===== src/rtl/intagg_pkg.sv =====
package intagg_pkg;
    localparam int DW      = 32;
    localparam int GIS_BIT = DW - 1;
    localparam int CIS_BIT = DW - 2;

    localparam int A_CTL   = 0;
    localparam int A_STS   = 1;
    localparam int A_WAKE  = 2;
    localparam int A_CODEC = 3;
    localparam int A_RESP  = 4;
    localparam int A_STRM0 = 8;

    localparam int RESP_W  = 3;
    localparam logic [RESP_W-1:0] RESP_CLR = 3'b101;

    localparam int SSTS_W  = 5;
    localparam int BC_BIT  = 2;
    localparam int FE_BIT  = 3;
    localparam int DE_BIT  = 4;
    localparam int RDY_BIT = 5;
    localparam logic [SSTS_W-1:0] SSTS_CLR = 5'b11100;
endpackage


===== src/rtl/w1c_reg.sv =====
module w1c_reg #(
    parameter int W = 8,
    parameter logic [W-1:0] CLR_MASK = '1
) (
    input  logic         clk,
    input  logic         rst_n,
    input  logic [W-1:0] set_i,
    input  logic         wr_i,
    input  logic [W-1:0] wdata_i,
    output logic [W-1:0] q_o
);
    logic [W-1:0] q;
    logic [W-1:0] clr;
    logic [W-1:0] q_d;

    always_comb begin
        clr = wr_i ? (wdata_i & CLR_MASK) : '0;
        q_d = (q & ~clr) | set_i;
    end

    always_ff @(posedge clk) begin
        if (!rst_n) q <= '0;
        else        q <= q_d;
    end

    assign q_o = q;


    set_wins_chk: assert property (@(posedge clk) disable iff (!rst_n)
        (set_i != '0) |=> ((q & $past(set_i)) == $past(set_i)));


    clear_chk: assert property (@(posedge clk) disable iff (!rst_n)
        (wr_i && set_i == '0) |=> ((q & $past(wdata_i & CLR_MASK)) == '0));


    keep_chk: assert property (@(posedge clk) disable iff (!rst_n)
        ((set_i & ~CLR_MASK) == '0) |=> ((q & ~CLR_MASK) == $past(q & ~CLR_MASK)));
endmodule


===== src/rtl/strm_status_bank.sv =====
module strm_status_bank
    import intagg_pkg::*;
#(
    parameter int NS = 8
) (
    input  logic                 clk,
    input  logic                 rst_n,
    input  logic [NS-1:0]        wr_sel,
    input  logic [SSTS_W-1:0]    wdata,
    input  logic [NS-1:0]        bc_set,
    input  logic [NS-1:0]        ferr_set,
    input  logic [NS-1:0]        derr_set,
    input  logic [NS-1:0]        fifo_rdy,
    output logic [NS-1:0][7:0]   sts_o,
    output logic [NS-1:0]        bc_o
);
    logic [NS-1:0] rdy_q;

    always_ff @(posedge clk) begin
        if (!rst_n) rdy_q <= '0;
        else        rdy_q <= fifo_rdy;
    end

    for (genvar i = 0; i < NS; i++) begin : g_strm
        logic [SSTS_W-1:0] set_v;
        logic [SSTS_W-1:0] q;

        always_comb begin
            set_v = '0;
            set_v[BC_BIT] = bc_set[i];
            set_v[FE_BIT] = ferr_set[i];
            set_v[DE_BIT] = derr_set[i];
        end

        w1c_reg #(.W(SSTS_W), .CLR_MASK(SSTS_CLR)) u_sts (
            .clk     (clk),
            .rst_n   (rst_n),
            .set_i   (set_v),
            .wr_i    (wr_sel[i]),
            .wdata_i (wdata),
            .q_o     (q)
        );

        always_comb begin
            sts_o[i]          = '0;
            sts_o[i][SSTS_W-1:0] = q;
            sts_o[i][RDY_BIT] = rdy_q[i];
        end
        assign bc_o[i] = q[BC_BIT];


        rdy_track_chk: assert property (@(posedge clk) disable iff (!rst_n)
            1'b1 |=> (sts_o[i][RDY_BIT] == $past(fifo_rdy[i])));
    end
endmodule


===== src/rtl/intr_summary.sv =====
module intr_summary
    import intagg_pkg::*;
#(
    parameter int NS = 8,
    parameter int NC = 15
) (
    input  logic [RESP_W-1:0] resp_sts,
    input  logic [NC-1:0]     codec_sts,
    input  logic [NC-1:0]     wake_en,
    input  logic [NS-1:0]     strm_bc,
    input  logic [DW-1:0]     ctl,
    output logic [DW-1:0]     sts_word,
    output logic              irq
);
    for (genvar g = 0; g < CIS_BIT; g++) begin : g_sis
        if (g < NS) begin : g_used
            assign sts_word[g] = strm_bc[g];
        end else begin : g_pad
            assign sts_word[g] = 1'b0;
        end
    end

    assign sts_word[CIS_BIT] = resp_sts[0] | resp_sts[2] | (|(codec_sts & wake_en));
    assign sts_word[GIS_BIT] = |sts_word[CIS_BIT:0];
    assign irq = ctl[GIS_BIT] && (|(sts_word[CIS_BIT:0] & ctl[CIS_BIT:0]));


    always_comb begin
        gis_consistent_chk: assert (sts_word[GIS_BIT] || !irq);
    end
endmodule


===== src/rtl/intr_status_agg.sv =====
module intr_status_agg
    import intagg_pkg::*;
#(
    parameter int NUM_STREAMS = 8,
    parameter int NUM_CODECS  = 15,
    parameter int ADDR_W      = 5
) (
    input  logic                   clk,
    input  logic                   rst_n,
    input  logic                   bus_wr,
    input  logic [ADDR_W-1:0]      bus_addr,
    input  logic [DW-1:0]          bus_wdata,
    output logic [DW-1:0]          bus_rdata,
    input  logic [NUM_CODECS-1:0]  codec_evt,
    input  logic                   resp_flag_set,
    input  logic                   resp_ovf_set,
    input  logic [NUM_STREAMS-1:0] strm_bc_set,
    input  logic [NUM_STREAMS-1:0] strm_ferr_set,
    input  logic [NUM_STREAMS-1:0] strm_derr_set,
    input  logic [NUM_STREAMS-1:0] strm_fifo_rdy,
    output logic                   irq_line
);
    localparam logic [DW-1:0] CTL_KEEP =
        (DW'(1) << GIS_BIT) | (DW'(1) << CIS_BIT) | ((DW'(1) << NUM_STREAMS) - DW'(1));

    logic [DW-1:0]               ctl_q;
    logic [NUM_CODECS-1:0]       wake_q;
    logic [NUM_CODECS-1:0]       codec_q;
    logic [RESP_W-1:0]           resp_q;
    logic [RESP_W-1:0]           resp_set;
    logic [NUM_STREAMS-1:0]      strm_wr;
    logic [NUM_STREAMS-1:0][7:0] strm_sts;
    logic [NUM_STREAMS-1:0]      strm_bc;
    logic [DW-1:0]               int_sts;
    logic                        wr_ctl, wr_wake, wr_codec, wr_resp;

    assign wr_ctl   = bus_wr && (bus_addr == ADDR_W'(A_CTL));
    assign wr_wake  = bus_wr && (bus_addr == ADDR_W'(A_WAKE));
    assign wr_codec = bus_wr && (bus_addr == ADDR_W'(A_CODEC));
    assign wr_resp  = bus_wr && (bus_addr == ADDR_W'(A_RESP));

    for (genvar i = 0; i < NUM_STREAMS; i++) begin : g_wdec
        assign strm_wr[i] = bus_wr && (bus_addr == ADDR_W'(A_STRM0 + i));
    end

    always_ff @(posedge clk) begin
        if (!rst_n) begin
            ctl_q  <= '0;
            wake_q <= '0;
        end else begin
            if (wr_ctl)  ctl_q  <= bus_wdata & CTL_KEEP;
            if (wr_wake) wake_q <= bus_wdata[NUM_CODECS-1:0];
        end
    end

    w1c_reg #(.W(NUM_CODECS), .CLR_MASK({NUM_CODECS{1'b1}})) u_codec (
        .clk     (clk),
        .rst_n   (rst_n),
        .set_i   (codec_evt),
        .wr_i    (wr_codec),
        .wdata_i (bus_wdata[NUM_CODECS-1:0]),
        .q_o     (codec_q)
    );

    assign resp_set = {resp_ovf_set, 1'b0, resp_flag_set};

    w1c_reg #(.W(RESP_W), .CLR_MASK(RESP_CLR)) u_resp (
        .clk     (clk),
        .rst_n   (rst_n),
        .set_i   (resp_set),
        .wr_i    (wr_resp),
        .wdata_i (bus_wdata[RESP_W-1:0]),
        .q_o     (resp_q)
    );

    strm_status_bank #(.NS(NUM_STREAMS)) u_strm (
        .clk      (clk),
        .rst_n    (rst_n),
        .wr_sel   (strm_wr),
        .wdata    (bus_wdata[SSTS_W-1:0]),
        .bc_set   (strm_bc_set),
        .ferr_set (strm_ferr_set),
        .derr_set (strm_derr_set),
        .fifo_rdy (strm_fifo_rdy),
        .sts_o    (strm_sts),
        .bc_o     (strm_bc)
    );

    intr_summary #(.NS(NUM_STREAMS), .NC(NUM_CODECS)) u_sum (
        .resp_sts  (resp_q),
        .codec_sts (codec_q),
        .wake_en   (wake_q),
        .strm_bc   (strm_bc),
        .ctl       (ctl_q),
        .sts_word  (int_sts),
        .irq       (irq_line)
    );

    always_comb begin
        bus_rdata = '0;
        case (bus_addr)
            ADDR_W'(A_CTL):   bus_rdata = ctl_q;
            ADDR_W'(A_STS):   bus_rdata = int_sts;
            ADDR_W'(A_WAKE):  bus_rdata = DW'(wake_q);
            ADDR_W'(A_CODEC): bus_rdata = DW'(codec_q);
            ADDR_W'(A_RESP):  bus_rdata = DW'(resp_q);
            default:          bus_rdata = '0;
        endcase
        for (int i = 0; i < NUM_STREAMS; i++) begin
            if (bus_addr == ADDR_W'(A_STRM0 + i)) bus_rdata = DW'(strm_sts[i]);
        end
    end


    gie_off_quiet_chk: assert property (@(posedge clk) disable iff (!rst_n)
        (wr_ctl && !bus_wdata[GIS_BIT]) |=> !irq_line);


    cis_from_resp_chk: assert property (@(posedge clk) disable iff (!rst_n)
        (resp_flag_set || resp_ovf_set) |=> int_sts[CIS_BIT]);


    gis_on_irq_chk: assert property (@(posedge clk) disable iff (!rst_n)
        irq_line |-> int_sts[GIS_BIT]);

    for (genvar i = 0; i < NUM_STREAMS; i++) begin : g_sis_chk

        sis_follow_chk: assert property (@(posedge clk) disable iff (!rst_n)
            strm_bc_set[i] |=> int_sts[i]);
    end
endmodule


===== config.mk =====
export PLATFORM = sky130hd
export DESIGN_NAME = intr_status_agg
export DESIGN_NICKNAME = d
export VERILOG_FILES = /design/src/rtl/intagg_pkg.sv /design/src/rtl/w1c_reg.sv /design/src/rtl/strm_status_bank.sv /design/src/rtl/intr_summary.sv /design/src/rtl/intr_status_agg.sv
export SDC_FILE = /design/constraint.sdc
export NUM_CORES = 1
export LEC_CHECK = 0
export ABC_CLOCK_PERIOD_IN_PS = 1470
export BUFFER_PORTS_ARGS = -buffer_cell sky130_fd_sc_hd__buf_4
export CORE_MARGIN = 5
export CORE_UTILIZATION = 45
export CTS_BUF_LIST = sky130_fd_sc_hd__clkbuf_8
export CTS_CLUSTER_SIZE = 30
export DETAILED_ROUTE_END_ITERATION = 16
export PLACE_DENSITY = 0.72
export SYNTH_ARGS = -nofsm -noshare
export SYNTH_HDL_FRONTEND = slang
export SYNTH_SLANG_ARGS = --single-unit

===== constraint.sdc =====
create_clock -name clk -period 1.47 [get_ports clk]
set_clock_uncertainty 0.05 [all_clocks]
set_input_delay 0.147 -clock clk [delete_from_list [all_inputs] [get_ports clk]]
set_output_delay 0.147 -clock clk [all_outputs]
set_load 0.03 [all_outputs]

==> reports/qor.yml <==
syn_avg_cell_area_sq_um: 9.01
rrSetupSlack_ps: 570
async_flop_share_pct: 0
internal-power_mw: 3.50
min_period_ps: 1970
synth_ff_type: "dfxtp_1"
synth_fa_ha_area_share_pct: 0
pre_cts_ws_ps: -273
finalHoldViolations: 0
reg2regPathDepth: 3
yosys.area.top_type: "dfxtp_1"
yosysSeqAreaShare_pct: 38.8
globalplace.congestion: 0.891
switchingPower_mw: 1.32
synth_compound_area_share_pct: 22.9
die_area_sq_um: 10400
numCtsBuffers: 9
setup_viol: 11
post-route-period-util_pct: 134
p_seq_share_pct: 45.3
synth_common_cells: "74 x dfxtp_1, 67 x nand2_1, 48 x o21a_1"
drc: 0
grt_max_degree: 37
start_util_pct: 46.3
hold_class: "input port to register"
io_pins: 122
max-clock-path-buffers: 2
criticalPathCategory: "register to output port"
netlist_instances: 424
yosysMostFrequentCell: "dfxtp_1"
stdcell_count: 734
holdPathEnd: "ctl_q[30]"
diodes: 0
nets: 713
port_buffers: 91
synthTopCellsByArea: "dfxtp_1 39%, o21a_1 9.4%, nand2_1 6.6%"
final_max_slew_viol_count: 0
post-dp-hpwl_microns: 8430
drt_wl_total_microns: 12400
antenna_found_initial: 0
placed_cells: 660
clock_power_share_pct: 34.0
holdPathStages: 3
crit_path_max_fanout: 2
dieHeight_microns: 102
synth_edf_count: 0
grt_usage_pct: 24.6
die_w_microns: 102
via_per_inst: 5.37
reg2reg_to: "u_strm.g_strm[0].u_sts.q_o[2]"
status: "finished with violations"
cp_data_required_time_ps: 1270
worst_setup_path_start_kind: "register"
ys_warn_count: 0
drtAntennaViolNets: 0
p_comb_share_pct: 20.7
routedWlPerCell_microns: 16.8
leakage_nw: 2.57
firstDrtPassIters: 4
synthSimpleGateAreaFrac_pct: 18.7
grt_pass1_vias: 4131
max_freq_ghz: 0.509
core-area_sq_um: 8260
ir_worst_vdd_mv: 0.439
synth.cell_area_sq_um: 3820
switching_share_pct: 27.5
synth_top_family_by_area: "compound AO/OA/AOI/OAI gates"
synth_xor_area_share_pct: 0
synth_seq_cells: 74
area_delta_synth_final_pct: 57.1
insertion_delay_ps: 350
grt_pass1_wl_microns: 20100
drt_iter0_drc: 196
rsz0062_at_grt: "true"
h-tree-depth: 3
rr_startpoint: "u_strm.g_strm[0].u_sts.q_o[2]"
layout-drive-gt1-share_pct: 37.0
p_per_area_nw_per_um2: 803
cts_tree: "yes"
synth_top_area_share_pct: 38.8
arrival_ps: 1770
final_util_pct: 72.7
cts_sinks: 74
vias: 3941
hp-start: "bus_wdata[30]"
tns_ps: -4100
clkTransAtPathRegs_ps: 80
fin_ws_ps: -496
synth.distinct_cells: 41
grt-ovfl-total: 0
violations: "negative setup slack"
setup.worst_path.end_class: "output port"
num_rows: 33
muxShareOfSynthArea_pct: 12.2
maxCapViolations: 0
root_buffer: "clkbuf_8"
-- what timing repair did --
action,in CTS,in global routing
buffers inserted,1,0
setup endpoints to repair,11,15
resized for setup,47,13
pin swaps,16,3
hold buffers,57,0
hold endpoints to repair,57,0
-- layout make-up --
cell class / count / area, sq um
repair buffers: 215 / 1900
multi-input cells: 318 / 2240
inverters: 6 / 22.5
well taps: 105 / 131
flip-flops and latches: 74 / 1510
fillers: 587 / 2260
clock buffers: 10 / 138
clock inverters: 6 / 65.1
-- critical path, stage by stage (launching register included) --
cell and delay, ps:
dfxtp_2 330, a211oi_2 210, nand4_1 180, nor3_4 190, a31oi_1 130, a31o_2 250
buf_6 140
-- sequential cells by signal (all words and copies together), names as in the netlist --
register / cells
u_strm.g_strm.u_sts.q_o: 24
u_resp.q_o: 2
u_codec.q_o: 15
ctl_q: 10
u_strm.rdy_q: 8
wake_q: 15
-- how the worst max path moves through the flow --
stage                    endpoint            from
floorplan           bus_rdata[10]     bus_addr[4]
global placement    bus_rdata[31]  u_codec.q_o[2]
detailed placement  bus_rdata[31]       wake_q[1]
CTS                 bus_rdata[31]      wake_q[11]
global route        bus_rdata[31]       wake_q[2]
finish              bus_rdata[31]      wake_q[11]
-- through the flow --
step	area [sq um]	hold slack, ps	total power [mW]
after floorplan	3920	221	2.66
after global placement	5040	306	3.02
after CTS	5960	7.77	4.81
after global routing	6000	21.0	5.00
after detailed placement	5040	309	3.04
final	6000	13.8	4.82
-- power by group through the flow --
stage / combinational [mW] / sequential (mW) / clock, mW
2_1_floorplan: 0.467 / 2.20 / 0
3_3_place_gp: 0.811 / 2.21 / 0
3_5_place_dp: 0.820 / 2.22 / 0
4_1_cts: 0.971 / 2.18 / 1.66
5_1_grt: 1.07 / 2.19 / 1.74
6_report: 0.996 / 2.18 / 1.64
-- metal layers --
metal / vias up / track usage, % / wire [microns]
li1: 1870 / - / -
met1: 1871 / 31.1 / 5130
met2: 170 / 42.4 / 6070
met3: 30 / 4.51 / 867
met4: 0 / 8.48 / 283
met5: - / 0 / 0
-- cell families after synthesis --
family | after synthesis
other | 1
AND/OR/NAND/NOR | 143
buffers and inverters | 46
multiplexers | 35
AO/OA/AOI/OAI | 125
flip-flops | 74
-- cells in the final DEF, fill, tap and decap left out, types with 2 or more instances in the layout --
master	Yosys	routed
a21boi_1	10	10
nor3_4	1	2
a21boi_0	8	8
nand4_1	2	2
nor2_1	11	11
nand2_1	67	66
mux2i_1	23	23
nor2_4	3	3
a311oi_1	3	3
dfxtp_2	0	17
a211oi_1	5	3
a21oi_2	0	2
nor4_1	2	2
buf_12	0	6
nor2b_1	27	26
a22oi_1	13	6
a31oi_1	4	3
a22oi_2	0	7
clkinv_2	0	2
dlygate4sd3_1	0	57
inv_1	6	6
nand2b_1	2	2
o21a_1	48	48
and2_1	12	9
dfxtp_1	74	56
a211oi_2	0	2
a21oi_1	21	19
nor3_1	3	2
buf_6	3	18
clkbuf_8	0	10
buf_4	20	134
o21ai_0	6	3
nand3_1	8	7
mux4_2	9	9
o21ai_2	0	2
and3_1	3	3
conb_1	1	15
and2_4	0	3
mux2_4	0	2
No activity file was read; power rests on OpenSTA's default activity.
